### src/rtl/srb_pkg.sv
package srb_pkg;
    localparam int ADDR_W = 12;
    localparam int DATA_W = 8;

    typedef logic [ADDR_W-1:0] addr_t;
    typedef logic [DATA_W-1:0] data_t;

    typedef enum logic [1:0] {M_IDLE, M_REQ, M_WAIT} mst_state_e;
    typedef enum logic [1:0] {S_IDLE, S_COUNT, S_HOLD} srv_state_e;

    typedef struct packed {
        logic  req;
        logic  en;
        logic  wr;
        addr_t addr;
    } bus_cmd_t;

    function automatic data_t srv_lookup(addr_t a);
        return a[7:0] ^ {a[11:8], a[11:8]};
    endfunction
endpackage

### src/rtl/srb_window_cnt.sv
module srb_window_cnt #(
    parameter int LIMIT = 4
) (
    input  logic clk,
    input  logic rst,
    input  logic clr,
    input  logic en,
    output logic expired
);
    localparam int CW = $clog2(LIMIT) + 1;
    localparam logic [CW-1:0] LAST = CW'(LIMIT - 1);

    logic [CW-1:0] cnt_q;

    always_ff @(posedge clk) begin
        if (rst || clr) cnt_q <= '0;
        else if (en && cnt_q != LAST) cnt_q <= cnt_q + 1'b1;
    end

    assign expired = (cnt_q == LAST);

    assert_cnt_bound_R4: assert property (@(posedge clk) disable iff (rst) cnt_q <= LAST);
endmodule

### src/rtl/srb_master.sv
module srb_master
    import srb_pkg::*;
#(
    parameter int WINDOW = 4
) (
    input  logic     clk,
    input  logic     rst,
    input  logic     start_i,
    input  addr_t    addr_i,
    input  logic     wait_i,
    input  data_t    data_i,
    output bus_cmd_t cmd_o,
    output logic     done_o,
    output data_t    rd_data_o
);
    mst_state_e state_q;
    addr_t      addr_q;
    logic       req_q;
    logic       done_q;
    data_t      rdata_q;
    logic       win_clr, win_en, win_expired;

    assign win_clr = (state_q == M_IDLE) && start_i;
    assign win_en  = (state_q == M_REQ);

    srb_window_cnt #(.LIMIT(WINDOW)) u_win (
        .clk(clk), .rst(rst), .clr(win_clr), .en(win_en), .expired(win_expired)
    );

    always_ff @(posedge clk) begin
        if (rst) begin
            state_q <= M_IDLE;
            addr_q  <= '0;
            req_q   <= 1'b0;
            done_q  <= 1'b0;
            rdata_q <= '0;
        end else begin
            done_q <= 1'b0;
            case (state_q)
                M_IDLE: if (start_i) begin
                    addr_q  <= addr_i;
                    req_q   <= 1'b1;
                    state_q <= M_REQ;
                end
                M_REQ: if (wait_i) begin
                    state_q <= M_WAIT;
                end else if (win_expired) begin
                    rdata_q <= data_i;
                    done_q  <= 1'b1;
                    req_q   <= 1'b0;
                    state_q <= M_IDLE;
                end
                M_WAIT: if (!wait_i) begin
                    rdata_q <= data_i;
                    done_q  <= 1'b1;
                    req_q   <= 1'b0;
                    state_q <= M_IDLE;
                end
                default: state_q <= M_IDLE;
            endcase
        end
    end

    assign cmd_o     = '{req: req_q, en: req_q, wr: 1'b0, addr: addr_q};
    assign done_o    = done_q;
    assign rd_data_o = rdata_q;

    assert_done_pulse_R9: assert property (@(posedge clk) disable iff (rst) done_o |=> !done_o);
    assert_req_hold_R2: assert property (@(posedge clk) disable iff (rst) req_q |=> (req_q || done_q));
    assert_no_capture_in_wait_R5: assert property (@(posedge clk) disable iff (rst) done_q |-> !$past(wait_i));
    assert_req_gap_R8: assert property (@(posedge clk) disable iff (rst) done_q |-> !req_q);
endmodule

### src/rtl/srb_servant.sv
module srb_servant
    import srb_pkg::*;
#(
    parameter int WINDOW = 4,
    parameter int LAT_W  = 4
) (
    input  logic             clk,
    input  logic             rst,
    input  bus_cmd_t         cmd_i,
    input  logic [LAT_W-1:0] lat_i,
    input  logic             silent_i,
    output logic             wait_o,
    output data_t            data_o
);
    localparam logic [LAT_W-1:0] FAST_MAX = LAT_W'(WINDOW - 2);

    srv_state_e       state_q;
    logic [LAT_W-1:0] lcnt_q;
    logic             wait_q;
    logic             drv_q;
    data_t            data_q;
    logic             accept;

    assign accept = cmd_i.req && cmd_i.en && !cmd_i.wr && !silent_i;

    always_ff @(posedge clk) begin
        if (rst) begin
            state_q <= S_IDLE;
            lcnt_q  <= '0;
            wait_q  <= 1'b0;
            drv_q   <= 1'b0;
            data_q  <= '0;
        end else begin
            case (state_q)
                S_IDLE: if (accept) begin
                    if (lat_i == '0) begin
                        data_q  <= srv_lookup(cmd_i.addr);
                        drv_q   <= 1'b1;
                        state_q <= S_HOLD;
                    end else begin
                        lcnt_q  <= LAT_W'(1);
                        wait_q  <= (lat_i > FAST_MAX);
                        state_q <= S_COUNT;
                    end
                end
                S_COUNT: if (lcnt_q == lat_i) begin
                    data_q  <= srv_lookup(cmd_i.addr);
                    drv_q   <= 1'b1;
                    wait_q  <= 1'b0;
                    state_q <= S_HOLD;
                end else begin
                    lcnt_q <= lcnt_q + 1'b1;
                end
                S_HOLD: if (!cmd_i.req) begin
                    drv_q   <= 1'b0;
                    state_q <= S_IDLE;
                end
                default: state_q <= S_IDLE;
            endcase
        end
    end

    assign wait_o = wait_q;
    assign data_o = drv_q ? data_q : '0;

    assert_wait_needs_req_R5: assert property (@(posedge clk) disable iff (rst) wait_q |-> cmd_i.req);
    assert_data_stable_R3: assert property (@(posedge clk) disable iff (rst)
        (drv_q && cmd_i.req && state_q == S_HOLD) |=> $stable(data_o));
    assert_fast_no_wait_R4: assert property (@(posedge clk) disable iff (rst)
        (state_q == S_IDLE && accept && lat_i <= FAST_MAX) |=> !wait_q);
endmodule

### src/rtl/strobe_read_bus.sv
module strobe_read_bus
    import srb_pkg::*;
#(
    parameter int WINDOW = 4,
    parameter int LAT_W  = 4
) (
    input  logic             clk,
    input  logic             rst,
    input  logic             start,
    input  logic [11:0]      addr_in,
    input  logic [LAT_W-1:0] srv_latency,
    input  logic             srv_silent,
    output logic             done,
    output logic [7:0]       rd_data,
    output logic             bus_req,
    output logic             bus_wait,
    output logic             bus_en,
    output logic             bus_wr,
    output logic [11:0]      bus_addr,
    output logic [7:0]       bus_data
);
    bus_cmd_t cmd;
    logic     wait_line;
    data_t    data_line;

    srb_master #(.WINDOW(WINDOW)) u_mst (
        .clk(clk), .rst(rst), .start_i(start), .addr_i(addr_in),
        .wait_i(wait_line), .data_i(data_line), .cmd_o(cmd),
        .done_o(done), .rd_data_o(rd_data)
    );

    srb_servant #(.WINDOW(WINDOW), .LAT_W(LAT_W)) u_srv (
        .clk(clk), .rst(rst), .cmd_i(cmd), .lat_i(srv_latency),
        .silent_i(srv_silent), .wait_o(wait_line), .data_o(data_line)
    );

    assign bus_req  = cmd.req;
    assign bus_en   = cmd.en;
    assign bus_wr   = cmd.wr;
    assign bus_addr = cmd.addr;
    assign bus_wait = wait_line;
    assign bus_data = data_line;
endmodule

### config.mk
export PLATFORM = sky130hd
export DESIGN_NAME = strobe_read_bus
export DESIGN_NICKNAME = d
export VERILOG_FILES = /design/src/rtl/srb_pkg.sv /design/src/rtl/srb_window_cnt.sv /design/src/rtl/srb_master.sv /design/src/rtl/srb_servant.sv /design/src/rtl/strobe_read_bus.sv
export SDC_FILE = /design/constraint.sdc
export NUM_CORES = 1
export LEC_CHECK = 0
export BUFFER_PORTS_ARGS = -buffer_cell sky130_fd_sc_hd__buf_2
export CAP_MARGIN = 20
export CORE_MARGIN = 2
export CORE_UTILIZATION = 46
export CTS_BUF_LIST = sky130_fd_sc_hd__clkbuf_4
export CTS_CLUSTER_SIZE = 25
export DETAILED_ROUTE_END_ITERATION = 10
export GPL_TIMING_DRIVEN = 0
export HOLD_SLACK_MARGIN = 0.12
export PLACE_DENSITY = 0.78
export RECOVER_POWER = 25
export SLEW_MARGIN = 15
export SYNTH_ARGS = -nofsm -noshare
export SYNTH_HDL_FRONTEND = slang
export SYNTH_SLANG_ARGS = --single-unit
### constraint.sdc
create_clock -name clk -period 2.9 [get_ports clk]
set_input_delay 0.435 -clock clk [delete_from_list [all_inputs] [get_ports clk]]
set_output_delay 0.435 -clock clk [all_outputs]
set_load 0.05 [all_outputs]
==> results by group <==
Outcome
  – Status: complete, no violations

Clocking
  – CTS tree: done
  – CTS Buf Count: 5
  – Latest clock arrival within the worst-skew pair: between 0.3 and 0.4 ns
  – Clk buf depth: 2
  – Number of H-tree levels: 2
  – Clock Sinks: 43
  – Clk slew on worst S/H paths: approximately 0.12 ns
  – CTS Hold Buffers Added: 0
  – Setup Fix Bufs, Post-CTS: 0
  – Root Buffer: clkbuf_4
  – Cts repair resizes: 0

Detailed routing
  – Vias per cell: roughly 5.3
  – Detailed-route DRC error count: 0
  – DR WL/cell: around 13 um
  – 1st-pass router iterations: 4
  – Routed Antenna Nets: 0
  – DR iter-0 viols: between 60 and 70
  – Detailed Route WL: 4.166 mm
  – Vias: 1723

Power
  – Maximum VDD drop: around 0.3 mV
  – Pwr Density: roughly 570 nW/um2
  – Leakage: 0.8882 nW

Final layout
  – Fin cells: ~320
  – Most frequent cells in the layout: 43 x dfxtp_1, 35 x buf_2, 28 x nand2_1, 25 x clkbuf_1, 19 x nor2_1
  – Area Growth Syn to Fin: 18.91%
  – Fillcell total: ~380
  – N_diodes: 0
  – Nets: 300
  – Ratio of cells with drive above 1 in the final layout: 0.1898
  – Most common cell after layout, fill and taps aside: dfxtp_1

Setup path
  – CP Class: reg2reg
  – Worst Setup SP: u_mst.u_win.cnt_q[0]
  – CP Data Arrival Time: 1.99 ns
  – Crit Reg-Reg Startpoint: u_mst.u_win.cnt_q[0]
  – Crit end category: flop
  – Startpoint types: flop
  – CP Max Fanout: 8
  – Worst EP required: ~3.1 ns

Placement
  – Placed Instances: ~320
  – Port bufs: 50
  – Final HPWL DP: 3.128 mm
  – Gpl congestion: about 0.77

Timing
  – Setup TNS: 0 ns
  – Final min period: 1.755 ns
  – RSZ-0062 raised after global routing: false
  – Final Max Tran Viols: 0
  – Clock skew: 0.003196 ns
  – Post-route clock period utilization: 0.6053
  – Peak Freq: ~0.57 GHz
  – Final Hold Fails: 0
  – Worst Max-Slew Pin Slew: around 0.6 ns
  – Max-slew headroom: 0.6004
  – Setup Viol. Count Final: 0

Global route
  – Vias in the first global route: 1620
  – GRT Total Usage: 0.1808
  – Total congestion overflow: 0
  – Antenna violations before repair: 0
  – Global-route wire length before repair: ~7 mm
  – Largest net degree at the start of global routing: 13

Flow run
  – Max_cap viols: 0

Synth
  – Mapped Cells: about 220
  – Yosys cell types: slightly above 40
  – Area of the mapped netlist: 1952 um2
  – Yosys reg bits: 43
  – Register area share after synthesis: 0.4410
  – Syn_nets: roughly 240
  – Mean post-synth cell area: 8.995 um2
  – Yosys warning count: 0

Die
  – Die Y: 69.14 um
  – Width of the die: slightly below 70 um
  – Core area: 4029 um2
  – Die area: 4780 um2
  – Initial cell density of the core: 0.4845
  – Number of I/O pins: 53
  – Site Rows: 23

Min path
  – HP Class: in2reg
  – HP Start: addr_in[3]
metrics by stage:
step | util | instance area (um2) | setup WS (ns) | hold slack [ns] | total power, W
finish | 0.5761 | 2321 | 1.145 | 0.3148 | 0.001326
global placement | 0.5621 | 2265 | 1.104 | 0.4668 | 0.0009652
global route | 0.5761 | 2321 | 0.9463 | 0.2917 | 0.001385
detailed placement | 0.5621 | 2265 | 1.085 | 0.4746 | 0.0009704
floorplan | - | 1952 | 1.043 | 0.4707 | 0.0008950
CTS | 0.5807 | 2340 | 1.129 | 0.3028 | 0.001333
worst paths after layout:
| check | to | slack (ns) | cells after the start |
|---|---|---|---|
| setup / recovery | u_mst.rd_data_o[1] | 1.14 | 6 |
| hold / removal | u_mst.addr_q[3] | 0.31 | 3 |
| setup reg to reg | u_mst.rd_data_o[1] | 1.14 | 6 |
| hold reg to reg | u_mst.addr_q[7] | 0.49 | 2 |
cell usage after synthesis:
cell type	count	area, um2
o21ai_0	6	30.03
o221ai_1	1	8.760
mux2i_1	11	110.1
inv_1	5	18.77
o21ai_4	1	16.27
a211oi_1	2	15.01
nand3_1	1	5.000
nand3b_1	1	7.510
o211ai_1	1	7.510
ha_1	6	75.07
a21boi_0	2	15.01
a2111oi_0	1	8.760
clkbuf_1	9	33.78
and4_1	1	8.760
or4b_4	1	13.76
nor3_1	3	15.01
and2_1	9	56.30
or4_4	1	11.26
buf_1	1	3.750
o21a_1	2	15.01
nor4b_1	2	17.52
a221oi_1	8	70.07
nand2_2	1	6.260
nand2b_1	2	12.51
a31oi_1	2	12.51
dfxtp_1	43	860.8
a41oi_1	1	8.760
a31o_2	1	8.760
o2111ai_1	1	8.760
nand2_1	28	105.1
a21oi_1	17	85.08
nor2b_1	4	25.02
nor2_2	1	6.260
or2_4	1	8.760
buf_4	2	15.01
or3_1	2	12.51
conb_1	1	3.750
xnor2_1	13	113.9
nand4_1	2	12.51
nor2_1	19	71.32
nor2_4	1	11.26
critical path, stage by stage, from the launching register on:
cell and delay, ns:
dfxtp_1 0.37, ha_1 0.16, ha_1 0.23, mux2i_1 0.12, nor2_2 0.45, mux2i_1 0.26
nor2_1 0.05
sequential cells by signal, summed over array words and instances (netlist names):
signal,cells
u_srv.lcnt_q,4
u_mst.req_q,1
u_mst.u_win.cnt_q,3
u_mst.done_o,1
u_srv.data_q,8
u_mst.addr_q,12
u_srv.state_q,2
u_mst.state_q,2
u_mst.rd_data_o,8
u_srv.wait_o,1
u_srv.drv_q,1
cell type report:
| class | count | area (um2) | share of cell area |
|---|---|---|---|
| inverter | 5 | 18.77 | 0.008086 |
| clock inverter | 1 | 30.03 | 0.01294 |
| clock buffer | 6 | 45.04 | 0.01941 |
| sequential | 43 | 860.8 | 0.3709 |
| tap | 50 | 62.56 | 0.02695 |
| timing repair buffer | 50 | 231.5 | 0.09973 |
| multi-input combinational | 157 | 1020 | 0.4394 |
| buffer | 12 | 52.55 | 0.02264 |
routing by layer:
layer / GRT usage / share of wire / routed length [um]
met5: 0 / 0 / 0
met1: 0.2183 / 0.46 / 1913
met3: 0.05702 / 0.049 / 205
met4: 0.04357 / 0.0074 / 31
met2: 0.3120 / 0.48 / 2015
report_power, final:
| group | internal (W) | leakage, nW | switching [W] | total (W) |
|---|---|---|---|---|
| Clock | 0.000187 | 0.0417 | 0.000181 | 0.000368 |
| Combinational | 0.000102 | 0.497 | 0.000198 | 0.000300 |
| Sequential | 0.000624 | 0.349 | 0.0000340 | 0.000658 |
cell families (layout without fill, tap and decap cells):
family          Yosys count  after routing  share of synthesized area
simple gates             80             80                     0.2083
compound gates           46             46                     0.1590
flops                    43             43                     0.4410
buf+inv                  17             74                    0.03653
xor+xnor                 13             13                    0.05833
mux                      11             11                    0.05641
fa+ha+maj                 6              6                    0.03846
other cells               1              1                   0.001921
Note: power is estimated with default switching activity, not from simulation.
